==> config.mk <==
export PLATFORM = sky130hd
export DESIGN_NAME = lif_layer
export DESIGN_NICKNAME = d
export VERILOG_FILES = /design/src/rtl/lif_pkg.sv /design/src/rtl/lif_psum_bank.sv /design/src/rtl/lif_dyn_unit.sv /design/src/rtl/lif_trace_unit.sv /design/src/rtl/lif_layer.sv
export SDC_FILE = /design/constraint.sdc
export NUM_CORES = 1
export LEC_CHECK = 0
export ABC_AREA = 0
export BUFFER_PORTS_ARGS = -buffer_cell sky130_fd_sc_hd__buf_2
export CORE_MARGIN = 8
export CORE_UTILIZATION = 30
export DETAILED_ROUTE_END_ITERATION = 6
export HOLD_SLACK_MARGIN = 0.03
export PLACE_DENSITY = 0.52
export SYNTH_ARGS = -nofsm -noshare
export SYNTH_HDL_FRONTEND = slang
export SYNTH_SLANG_ARGS = --single-unit
export TNS_END_PERCENT = 30
==> constraint.sdc <==
create_clock -name clk -period 9.2 [get_ports clk]
set_clock_uncertainty 0.2 [all_clocks]
set_input_delay 1.38 -clock clk [delete_from_list [all_inputs] [get_ports clk]]
set_output_delay 1.38 -clock clk [all_outputs]
set_load 0.03 [all_outputs]
==> src/rtl/lif_pkg.sv <==
package lif_pkg;
    typedef enum logic [1:0] {
        PH_IDLE  = 2'd0,
        PH_ACCUM = 2'd1,
        PH_DYN   = 2'd2,
        PH_DRAIN = 2'd3
    } phase_e;
endpackage

==> src/rtl/lif_psum_bank.sv <==
module lif_psum_bank #(
    parameter int N    = 8,
    parameter int W_W  = 16,
    parameter int PS_W = 21
) (
    input  logic              clk,
    input  logic              rst_n,
    input  logic              clear,
    input  logic              add_en,
    input  logic [N*W_W-1:0]  weights,
    output logic [N*PS_W-1:0] psum_flat
);
    localparam logic signed [PS_W:0] PS_HI = (PS_W+1)'((64'sd1 <<< (PS_W-1)) - 1);
    localparam logic signed [PS_W:0] PS_LO = -PS_HI - 1;

    logic signed [PS_W-1:0] acc_q [N];
    logic signed [PS_W-1:0] acc_d [N];

    for (genvar i = 0; i < N; i++) begin : g_acc
        logic signed [W_W-1:0] w_i;
        logic signed [PS_W:0]  wide;
        assign w_i = weights[i*W_W +: W_W];

        always_comb begin
            wide     = $signed({acc_q[i][PS_W-1], acc_q[i]})
                     + $signed({{(PS_W+1-W_W){w_i[W_W-1]}}, w_i});
            acc_d[i] = acc_q[i];
            if (clear) begin
                acc_d[i] = '0;
            end else if (add_en) begin
                if (wide > PS_HI)      acc_d[i] = PS_HI[PS_W-1:0];
                else if (wide < PS_LO) acc_d[i] = PS_LO[PS_W-1:0];
                else                   acc_d[i] = wide[PS_W-1:0];
            end
        end

        always_ff @(posedge clk) begin
            if (!rst_n) acc_q[i] <= '0;
            else        acc_q[i] <= acc_d[i];
        end

        assign psum_flat[i*PS_W +: PS_W] = acc_q[i];
    end
endmodule

==> src/rtl/lif_dyn_unit.sv <==
module lif_dyn_unit #(
    parameter int V_W  = 16,
    parameter int PS_W = 21
) (
    input  logic signed [PS_W-1:0] psum,
    input  logic signed [V_W-1:0]  vmem,
    input  logic signed [V_W-1:0]  thr,
    output logic signed [V_W-1:0]  v_next,
    output logic                   fire
);
    localparam int D_W = PS_W + 2;
    localparam logic signed [D_W-1:0] V_HI = D_W'((64'sd1 <<< (V_W-1)) - 1);
    localparam logic signed [D_W-1:0] V_LO = -V_HI - 1;

    logic signed [D_W-1:0] v_ext, diff, half, cand;
    logic signed [V_W-1:0] v_sat;

    always_comb begin
        v_ext = $signed({{(D_W-V_W){vmem[V_W-1]}}, vmem});
        diff  = $signed({{(D_W-PS_W){psum[PS_W-1]}}, psum}) - v_ext;
        half  = diff >>> 1;
        cand  = v_ext + half;
        if (cand > V_HI)      v_sat = V_HI[V_W-1:0];
        else if (cand < V_LO) v_sat = V_LO[V_W-1:0];
        else                  v_sat = cand[V_W-1:0];
        fire   = (v_sat >= thr);
        v_next = fire ? '0 : v_sat;
    end
endmodule

==> src/rtl/lif_trace_unit.sv <==
module lif_trace_unit #(
    parameter int TR_W = 16,
    parameter int K_W  = 4
) (
    input  logic [TR_W-1:0] trace,
    input  logic [K_W-1:0]  k,
    input  logic [TR_W-1:0] inc,
    input  logic            spike,
    output logic [TR_W-1:0] trace_next
);
    logic [TR_W-1:0] decayed;
    logic [TR_W:0]   total;

    always_comb begin
        decayed    = trace - (trace >> k);
        total      = {1'b0, decayed} + (spike ? {1'b0, inc} : '0);
        trace_next = total[TR_W] ? '1 : total[TR_W-1:0];
    end
endmodule

==> src/rtl/lif_layer.sv <==
module lif_layer #(
    parameter int N         = 8,
    parameter int W_W       = 16,
    parameter int V_W       = 16,
    parameter int TR_W      = 16,
    parameter int MAX_FANIN = 16
) (
    input  logic                clk,
    input  logic                rst_n,
    input  logic                start,
    input  logic                in_valid,
    input  logic                in_spike,
    input  logic                in_last,
    input  logic [N*W_W-1:0]    in_weights,
    input  logic [V_W-1:0]      cfg_threshold,
    input  logic [$clog2(TR_W)-1:0] cfg_decay_k,
    input  logic [TR_W-1:0]     cfg_trace_inc,
    output logic [N-1:0]        spike_vec,
    output logic [N*TR_W-1:0]   trace_flat,
    output logic                done
);
    import lif_pkg::*;

    localparam int PS_W  = W_W + $clog2(MAX_FANIN) + 1;
    localparam int IDX_W = (N > 1) ? $clog2(N) : 1;
    localparam int K_W   = $clog2(TR_W);
    localparam logic [IDX_W-1:0] LAST_IDX = IDX_W'(N - 1);

    typedef struct packed {
        phase_e           phase;
        logic [IDX_W-1:0] idx;
        logic             pv;
        logic [IDX_W-1:0] pidx;
        logic             pspk;
        logic             done;
        logic [N-1:0]     spk;
    } ctl_t;

    ctl_t ctl_d, ctl_q;
    logic signed [V_W-1:0] vmem_d [N];
    logic signed [V_W-1:0] vmem_q [N];
    logic [TR_W-1:0]       trace_d [N];
    logic [TR_W-1:0]       trace_q [N];

    logic                  clear, add_en;
    logic [N*PS_W-1:0]     psum_flat;
    logic signed [PS_W-1:0] psum_sel;
    logic signed [V_W-1:0]  v_sel, v_new;
    logic                   fire;
    logic [TR_W-1:0]        tr_sel, tr_new;

    lif_psum_bank #(.N(N), .W_W(W_W), .PS_W(PS_W)) u_bank (
        .clk(clk), .rst_n(rst_n), .clear(clear), .add_en(add_en),
        .weights(in_weights), .psum_flat(psum_flat)
    );

    assign psum_sel = psum_flat[ctl_q.idx*PS_W +: PS_W];
    assign v_sel    = vmem_q[ctl_q.idx];

    lif_dyn_unit #(.V_W(V_W), .PS_W(PS_W)) u_dyn (
        .psum(psum_sel), .vmem(v_sel), .thr(cfg_threshold),
        .v_next(v_new), .fire(fire)
    );

    assign tr_sel = trace_q[ctl_q.pidx];

    lif_trace_unit #(.TR_W(TR_W), .K_W(K_W)) u_trace (
        .trace(tr_sel), .k(cfg_decay_k), .inc(cfg_trace_inc),
        .spike(ctl_q.pspk), .trace_next(tr_new)
    );

    always_comb begin
        ctl_d      = ctl_q;
        vmem_d     = vmem_q;
        trace_d    = trace_q;
        ctl_d.pv   = 1'b0;
        ctl_d.done = 1'b0;
        clear      = 1'b0;
        add_en     = 1'b0;

        // stage 3: trace update for the neuron handled one cycle earlier
        if (ctl_q.pv) begin
            trace_d[ctl_q.pidx] = tr_new;
            ctl_d.done          = (ctl_q.pidx == LAST_IDX);
        end

        unique case (ctl_q.phase)
            PH_IDLE: begin
                if (start) begin
                    clear       = 1'b1;
                    ctl_d.phase = PH_ACCUM;
                end
            end
            PH_ACCUM: begin
                if (start) begin
                    clear = 1'b1;
                end else if (in_valid) begin
                    add_en = in_spike;
                    if (in_last) begin
                        ctl_d.phase = PH_DYN;
                        ctl_d.idx   = '0;
                    end
                end
            end
            PH_DYN: begin
                // stage 2: neuron dynamics for neuron idx
                vmem_d[ctl_q.idx]    = v_new;
                ctl_d.spk[ctl_q.idx] = fire;
                ctl_d.pv             = 1'b1;
                ctl_d.pidx           = ctl_q.idx;
                ctl_d.pspk           = fire;
                if (ctl_q.idx == LAST_IDX) ctl_d.phase = PH_DRAIN;
                else                       ctl_d.idx   = ctl_q.idx + 1'b1;
            end
            PH_DRAIN: begin
                ctl_d.phase = PH_IDLE;
            end
            default: ctl_d.phase = PH_IDLE;
        endcase
    end

    always_ff @(posedge clk) begin
        if (!rst_n) begin
            ctl_q <= '{phase: PH_IDLE, default: '0};
            for (int i = 0; i < N; i++) begin
                vmem_q[i]  <= '0;
                trace_q[i] <= '0;
            end
        end else begin
            ctl_q   <= ctl_d;
            vmem_q  <= vmem_d;
            trace_q <= trace_d;
        end
    end

    logic [N*V_W-1:0] vmem_flat;
    for (genvar i = 0; i < N; i++) begin : g_out
        assign trace_flat[i*TR_W +: TR_W] = trace_q[i];
        assign vmem_flat[i*V_W +: V_W]    = vmem_q[i];
    end

    assign spike_vec = ctl_q.spk;
    assign done      = ctl_q.done;

    phase_e           phase_w;
    logic             pv_w, pspk_w;
    logic [IDX_W-1:0] pidx_w;
    assign phase_w = ctl_q.phase;
    assign pv_w    = ctl_q.pv;
    assign pspk_w  = ctl_q.pspk;
    assign pidx_w  = ctl_q.pidx;
endmodule

==> summary.md, run 1 <==
| Metric | Value |
|---|---|
| Status | finished, final reports clean |
| Worst reg-to-reg path cell count | 35 |
| Synth cell count leaders | a21oi_1, dfxtp_1, o21ai_0 |
| VDD IR max | 0.000650 V |
| Max Clk Rate | 0.118 GHz |
| Post-route ant nets | 0 |
| Tmin final | 8.49 ns |
| DR iter-0 viols | 2340 |
| Total Nets Final | 4429 |
| Drt total wl | 114000 um |
| Syn Area/Cell | 8.52 sq um |
| R2r setup slk | 0.71 ns |
| Sequential share of the synthesized area | 27.6% |
| Port bufs | 306 |
| Die footprint | 118000 sq um |
| WP buf/inv | 2 |
| P_sw | 0.00799 W |
| Gate power share | 69.8% |
| Global-route total usage across every layer | 18.4% |
| Clk_lat worst skew | 0.68 ns |
| Final Cycle Share | 92.3% |
| Startpoint types | flop |
| Routability cong. | 0.893 |
| Post-Place Cells | 5324 |
| Clock power frac | 16.1% |
| Slew @ Worst Pin | 1.16 ns |
| Crit path arrival time | 8.84 ns |
| Ys flop type | dfxtp_1 |
| Number of enable flip-flop cells after synthesis | 0 |
| CP Max Fanout | 26 |
| Largest net degree at the start of global routing | 221 |
| CP startpoint | ctl_q[15]$_SDFFE_PN0P_ |
| Initial Util | 30.1% |
| Most repeated library cell on the critical path | a21o_1 |
| Adder-cell share of the synthesized area | 14.5% |
| Number of cells on the critical path | 35 |
| Root Driver | clkbuf_16 |
| # setup viols final | 0 |
| Vias per std cell | 5.42 |
| Fillcell total | 11100 |
| Yosys synthesis warning count | 0 |
| Average wire per standard cell | 21.0 um |
| Core area | 107000 sq um |
| Syn Std Cell Area | 32200 sq um |
| Compound-Gate Fraction of Synth Area | 25.1% |
| Combinational family with the most area after synthesis | compound AO/OA/AOI/OAI gates |
| Final hold violations | 0 |
| First-pass GRT wire length | 173000 um |
| Post-route core utilization | 34.9% |
| Setup TNS | 0 ns |
| Clock Pin Slew Worst Setup and Hold Paths | 0.06 ns |
| Vias in the first global route | 27600 |
| Async set-reset flop share out of synthesis | 0% |
| Req. time, crit path | 9.55 ns |
| CTS Hold Buffers Added | 0 |
| Simple-gate area share of the yosys netlist | 12.5% |
| TritonCTS buffer count | 56 |
| Layout Cells excl Fill | 5442 |
| MaxCap Viol Count | 0 |
| Max Root-Sink Buffers | 3 |
| Post-DP HPWL | 85500 um |
| Placement Rows | 120 |
| Reg-to-Reg End | vmem_flat[17]$_SDFFE_PN0P_ |
| PwrDens | 394 nW/um^2 |
| Count leader, synth | a21oi_1 |
| Synth area leaders | dfxtp_1, ha_1, a21oi_1 |
| Synth top area share | 27.6% |
| RSZ-0062 raised after global routing | no |
| Leak | 15.7 nW |
| Initial antenna violation count | 13 |
| Mapped Cells | 3779 |
| First-pass DRT Iterations | 7 |
| Syn nets | 4224 |
| Die height | 344 um |
| Post-synth cell types | 95 |
| Rel. slew slack | 22.8% |
| Share of cells above drive strength 1 | 17.3% |
| Count of state elements after synthesis | 443 |
| Drc violations | 0 |
| Worst r2r src | ctl_q[15]$_SDFFE_PN0P_ |
| CTS tree | yes |
| Worst setup path end | vmem_flat[17]$_SDFFE_PN0P_ |
| Switching share of total power | 54.5% |
| Worst slack at placement | 0.246 ns |
| Final slew viol count | 0 |
| Worst Setup Path Type | reg -> reg |
| Vias | 29500 |
| Final WS setup | 0.711 ns |
| Cell Area, Placed | 35200 sq um |
| Cell family with most CP delay | compound AO/OA/AOI/OAI gates |
| Int Pwr | 0.00668 W |
| Synth area leader | dfxtp_1 |
| IO Pins | 307 |
| Sink Count | 443 |
| Worst Setup End Kind | flop |
| Sequential share of power | 14.1% |
| Cell area after layout | 37200 sq um |
| Worst stage delay on the critical path | 0.60 ns |
| Xor and xnor area share after synthesis | 5.44% |
| Die width | 344 um |
| H-tree Lvls | 2 |
| Hold Crit Class | reg -> reg |
| Grt ovf | 0 |
| Layout area overhead | 15.7% |
| Slowest CP cell | dfxtp_4 |
| Multiplexer area fraction after synthesis | 10.4% |
## flip-flops by register name, indices dropped and copies added, names as in the netlist
signal        cells
u_bank.acc_q    168
trace_flat      128
vmem_flat       128
spike_vec         8
ctl_q             3
pidx_w            3
phase_w           2
done              1
pspk_w            1
pv_w              1
## power by group through the flow
stage          Combinational (W)  Clock [W]  Sequential [W]
6_report                  0.0102    0.00236         0.00207
5_1_grt                   0.0112    0.00249         0.00208
4_1_cts                  0.00998    0.00242         0.00207
3_5_place_dp             0.00994          0         0.00211
3_3_place_gp             0.00997          0         0.00211
2_1_floorplan            0.00693          0         0.00209
## logic make-up (layout without fill, tap and decap cells)
kind of cell    Yosys count  count (layout)
compound gates         1352            1352
simple gates            839             839
flops                   443             443
fa+ha+maj               389             389
buf+inv                 357             609
mux                     200             200
xor+xnor                199             199
other cells               0               8
## per-stage QoR
stage / power (W) / hold slack (ns)
after floorplan: 0.00902 / 0.220
after global placement: 0.0121 / 0.230
after detailed placement: 0.0121 / 0.242
after CTS: 0.0145 / 0.251
after global routing: 0.0158 / 0.288
final: 0.0147 / 0.250
## layout by cell type, fill, tap and decap left out, types with 12 or more instances in the layout
cell type,synthesis,final
a211oi_1,28,28
a21o_1,96,96
a21oi_1,482,482
a31oi_1,23,23
a41oi_1,12,12
and2_1,41,40
and3_1,27,26
buf_2,40,306
buf_4,17,75
clkbuf_16,0,56
dfxtp_1,443,439
fa_1,12,12
ha_1,263,263
inv_1,114,114
maj3_1,114,114
mux2_2,35,35
mux2i_1,61,61
mux4_2,104,104
nand2_1,251,251
nand2b_1,33,33
nand3_1,38,37
nand4_1,92,92
nor2_1,228,222
nor2b_1,30,30
nor3_1,43,39
o211ai_1,88,88
o21a_1,30,30
o21ai_0,427,426
o21ai_1,13,14
o21bai_1,25,24
o31ai_1,16,16
or2_2,12,12
or3_1,17,17
xnor2_1,117,117
xor2_1,81,80
## cell type report
cell class	instances	area (sq um)	share of cell area, %
clock inverters	30	404	1.09
well taps	1403	1760	4.71
multi-input cells	2979	22000	59.0
diodes	8	20.0	0.0538
inverters	117	439	1.18
clock buffers	75	1560	4.20
flip-flops and latches	443	8880	23.8
repair buffers	387	2210	5.95
## metal layers
metal  GRT usage [%]  part of all wire [%]
met1            26.2                    47
met2            29.2                    45
met3            2.27                   5.5
met4            4.93                   2.4
met5               0                 0.034
## worst min-delay path by stage
stage | to | from | slack (ns) | cells after the start
after floorplan | vmem_flat[108]$_SDFFE_PN0P_ | vmem_flat[108]$_SDFFE_PN0P_ | 0.22 | 2
after global placement | vmem_flat[46]$_SDFFE_PN0P_ | vmem_flat[46]$_SDFFE_PN0P_ | 0.23 | 2
after detailed placement | vmem_flat[76]$_SDFFE_PN0P_ | vmem_flat[76]$_SDFFE_PN0P_ | 0.24 | 2
after CTS | vmem_flat[60]$_SDFFE_PN0P_ | vmem_flat[60]$_SDFFE_PN0P_ | 0.25 | 2
after global routing | vmem_flat[60]$_SDFFE_PN0P_ | vmem_flat[60]$_SDFFE_PN0P_ | 0.29 | 2
final | vmem_flat[60]$_SDFFE_PN0P_ | vmem_flat[60]$_SDFFE_PN0P_ | 0.25 | 2
## worst register-to-register path, delay by kind of cell (launching register included)
kind / cells / cell delay, ns
buffers and inverters: 2 / 0.41
muxes: 1 / 0.27
adders and majority gates: 3 / 1.07
AOI/OAI and AO/OA: 17 / 3.67
and+or+nand+nor: 11 / 1.99
DFF: 1 / 0.60
xor gates and xnor gates: 1 / 0.13
## timing repair
action,CTS,global route
endpoints found under the setup margin,0,120
resized for setup,0,1
endpoints found under the hold margin,0,0
buffers inserted,0,5
(Power assumes the default switching activity.)
==> run 2: changes to the inputs <==
PLACE_DENSITY = 0.55   (was 0.52)
==> run 2 against run 1 <==
Effect of this change: sequential power is essentially flat; flip-flop and latch count stayed put; largest cell class unchanged; non-clock buffer count rose by 7; first-iteration DRC count fell by 1.5%; cell count is essentially flat; register-to-register slack got worse by 0.02 ns; global-route usage shrank 0.31 points; critical path depth up 2; hold slack got worse by 0.0038 ns.
==> summary.md, run 2 (synthesis results as in run 1) <==
| Metric | Value |
|---|---|
| Cell family with most CP delay | compound AO/OA/AOI/OAI gates |
| Post-DP HPWL | 84400 um |
| DR iter-0 viols | 2305 |
| Placement Rows | 120 |
| Worst slack at placement | 0.213 ns |
| Max Clk Rate | 0.118 GHz |
| Leak | 15.7 nW |
| Global-route total usage across every layer | 18.1% |
| Total Nets Final | 4436 |
| Initial Util | 30.1% |
| Req. time, crit path | 9.55 ns |
| H-tree Lvls | 2 |
| Routability cong. | 0.897 |
| Int Pwr | 0.00688 W |
| IO Pins | 307 |
| Layout area overhead | 15.9% |
| Die width | 344 um |
| Grt ovf | 0 |
| Final Cycle Share | 92.5% |
| # setup viols final | 0 |
| Die height | 344 um |
| Drt total wl | 113000 um |
| Vias per std cell | 5.42 |
| Cell area after layout | 37300 sq um |
| First-pass DRT Iterations | 5 |
| Final WS setup | 0.691 ns |
| Commonest non-fill, non-tap cell in the layout | a21oi_1 |
| Worst Setup End Kind | flop |
| Max Root-Sink Buffers | 3 |
| Average wire per standard cell | 20.7 um |
| CTS tree | yes |
| Die footprint | 118000 sq um |
| Cell Area, Placed | 35200 sq um |
| Commonest non-fill, non-tap cells in the layout | a21oi_1, dfxtp_1, o21ai_0 |
| Sink Count | 443 |
| Post-route ant nets | 0 |
| Root Driver | clkbuf_16 |
| Largest net degree at the start of global routing | 170 |
| P_sw | 0.00827 W |
| Clock Pin Slew Worst Setup and Hold Paths | 0.06 ns |
| Final slew viol count | 0 |
| RSZ-0062 raised after global routing | no |
| VDD IR max | 0.00115 V |
| First-pass GRT wire length | 170000 um |
| Worst reg-to-reg path cell count | 37 |
| TritonCTS buffer count | 56 |
| Fillcell total | 11100 |
| Vias | 29500 |
| Gate power share | 71.1% |
| Vias in the first global route | 27500 |
| WP buf/inv | 5 |
| Share of cells above drive strength 1 | 17.4% |
| Port bufs | 306 |
| Rel. slew slack | 20.7% |
| Drc violations | 0 |
| Hold path cells | 2 |
| CP Max Fanout | 22 |
| Tmin final | 8.51 ns |
| Post-Place Cells | 5321 |
| Worst Setup Path Type | reg -> reg |
| Slowest CP cell | mux4_2 |
| Switching share of total power | 54.6% |
| MaxCap Viol Count | 0 |
| Final hold violations | 0 |
| Number of cells on the critical path | 37 |
| Most flops, register | u_bank.acc_q |
| Status | finished, final reports clean |
| Min Hold Slack | 0.247 ns |
| Sequential share of power | 13.6% |
| Layout Cells excl Fill | 5445 |
| Slew @ Worst Pin | 1.16 ns |
| Initial antenna violation count | 14 |
| Worst stage delay on the critical path | 0.54 ns |
| Clock power frac | 15.2% |
| Hold Crit Class | reg -> reg |
| Core area | 107000 sq um |
| Startpoint types | flop |
| Setup TNS | 0 ns |
| Max reg flops | 168 |
| Clk_lat worst skew | 0.69 ns |
| PwrDens | 406 nW/um^2 |
| Register area | 8880 sq um |
| Crit path arrival time | 8.85 ns |
| Footprint of the multi-input gates | 22000 sq um |
| CTS Hold Buffers Added | 0 |
## run 2: power groups by stage
stage / combinational (W) / clock [W] / sequential (W)
3_3_place_gp: 0.0102 / 0 / 0.00211
6_report: 0.0108 / 0.00231 / 0.00207
2_1_floorplan: 0.00693 / 0 / 0.00209
5_1_grt: 0.0121 / 0.00243 / 0.00208
3_5_place_dp: 0.0103 / 0 / 0.00211
4_1_cts: 0.0103 / 0.00236 / 0.00207
## run 2: path summary, 6_finish.rpt
| kind | startpoint | endpoint | slack, ns |
|---|---|---|---|
| max reg2reg | ctl_q[14]$_SDFFE_PN0P_ | vmem_flat[76]$_SDFFE_PN0P_ | 0.69 |
| min | vmem_flat[52]$_SDFFE_PN0P_ | vmem_flat[52]$_SDFFE_PN0P_ | 0.25 |
| max | ctl_q[14]$_SDFFE_PN0P_ | vmem_flat[76]$_SDFFE_PN0P_ | 0.69 |
| min reg2reg | vmem_flat[52]$_SDFFE_PN0P_ | vmem_flat[52]$_SDFFE_PN0P_ | 0.25 |
## run 2: timing repair
item | 4_1_cts | 5_1_grt
resized for setup | 0 | 6
setup buffers | 0 | 15
endpoints found under the setup margin | 0 | 128
## run 2: layout make-up
type	instances	share of cell area (%)
Clock inverter	20	0.684
Tap cell	1403	4.71
Clock buffer	82	4.48
Sequential cell	443	23.8
Antenna cell	7	0.0470
Inverter	117	1.18
Multi-Input combinational cell	2979	59.0
Timing Repair Buffer	394	6.10
## run 2: routing by layer
metal	GRT usage [%]	share of wire (%)	vias to the layer above
li1	-	-	14500
met1	25.2	46	14100
met2	28.9	45	816
met3	2.46	5.9	153
met4	5.48	2.9	6
met5	0	0.031	-
## run 2: worst min-delay path: cells and delay by family, from the launching register on
family	cells	cell delay [ns]
flops	1	0.31
simple gates	1	0.05
compound gates	1	0.05
## run 2: metrics by stage
| step | power, W | util, % |
|---|---|---|
| after floorplan | 0.00902 | - |
| after global placement | 0.0123 | 32.9 |
| after detailed placement | 0.0124 | 32.9 |
| after CTS | 0.0147 | 34.7 |
| after global routing | 0.0166 | 34.9 |
| final | 0.0152 | 34.9 |
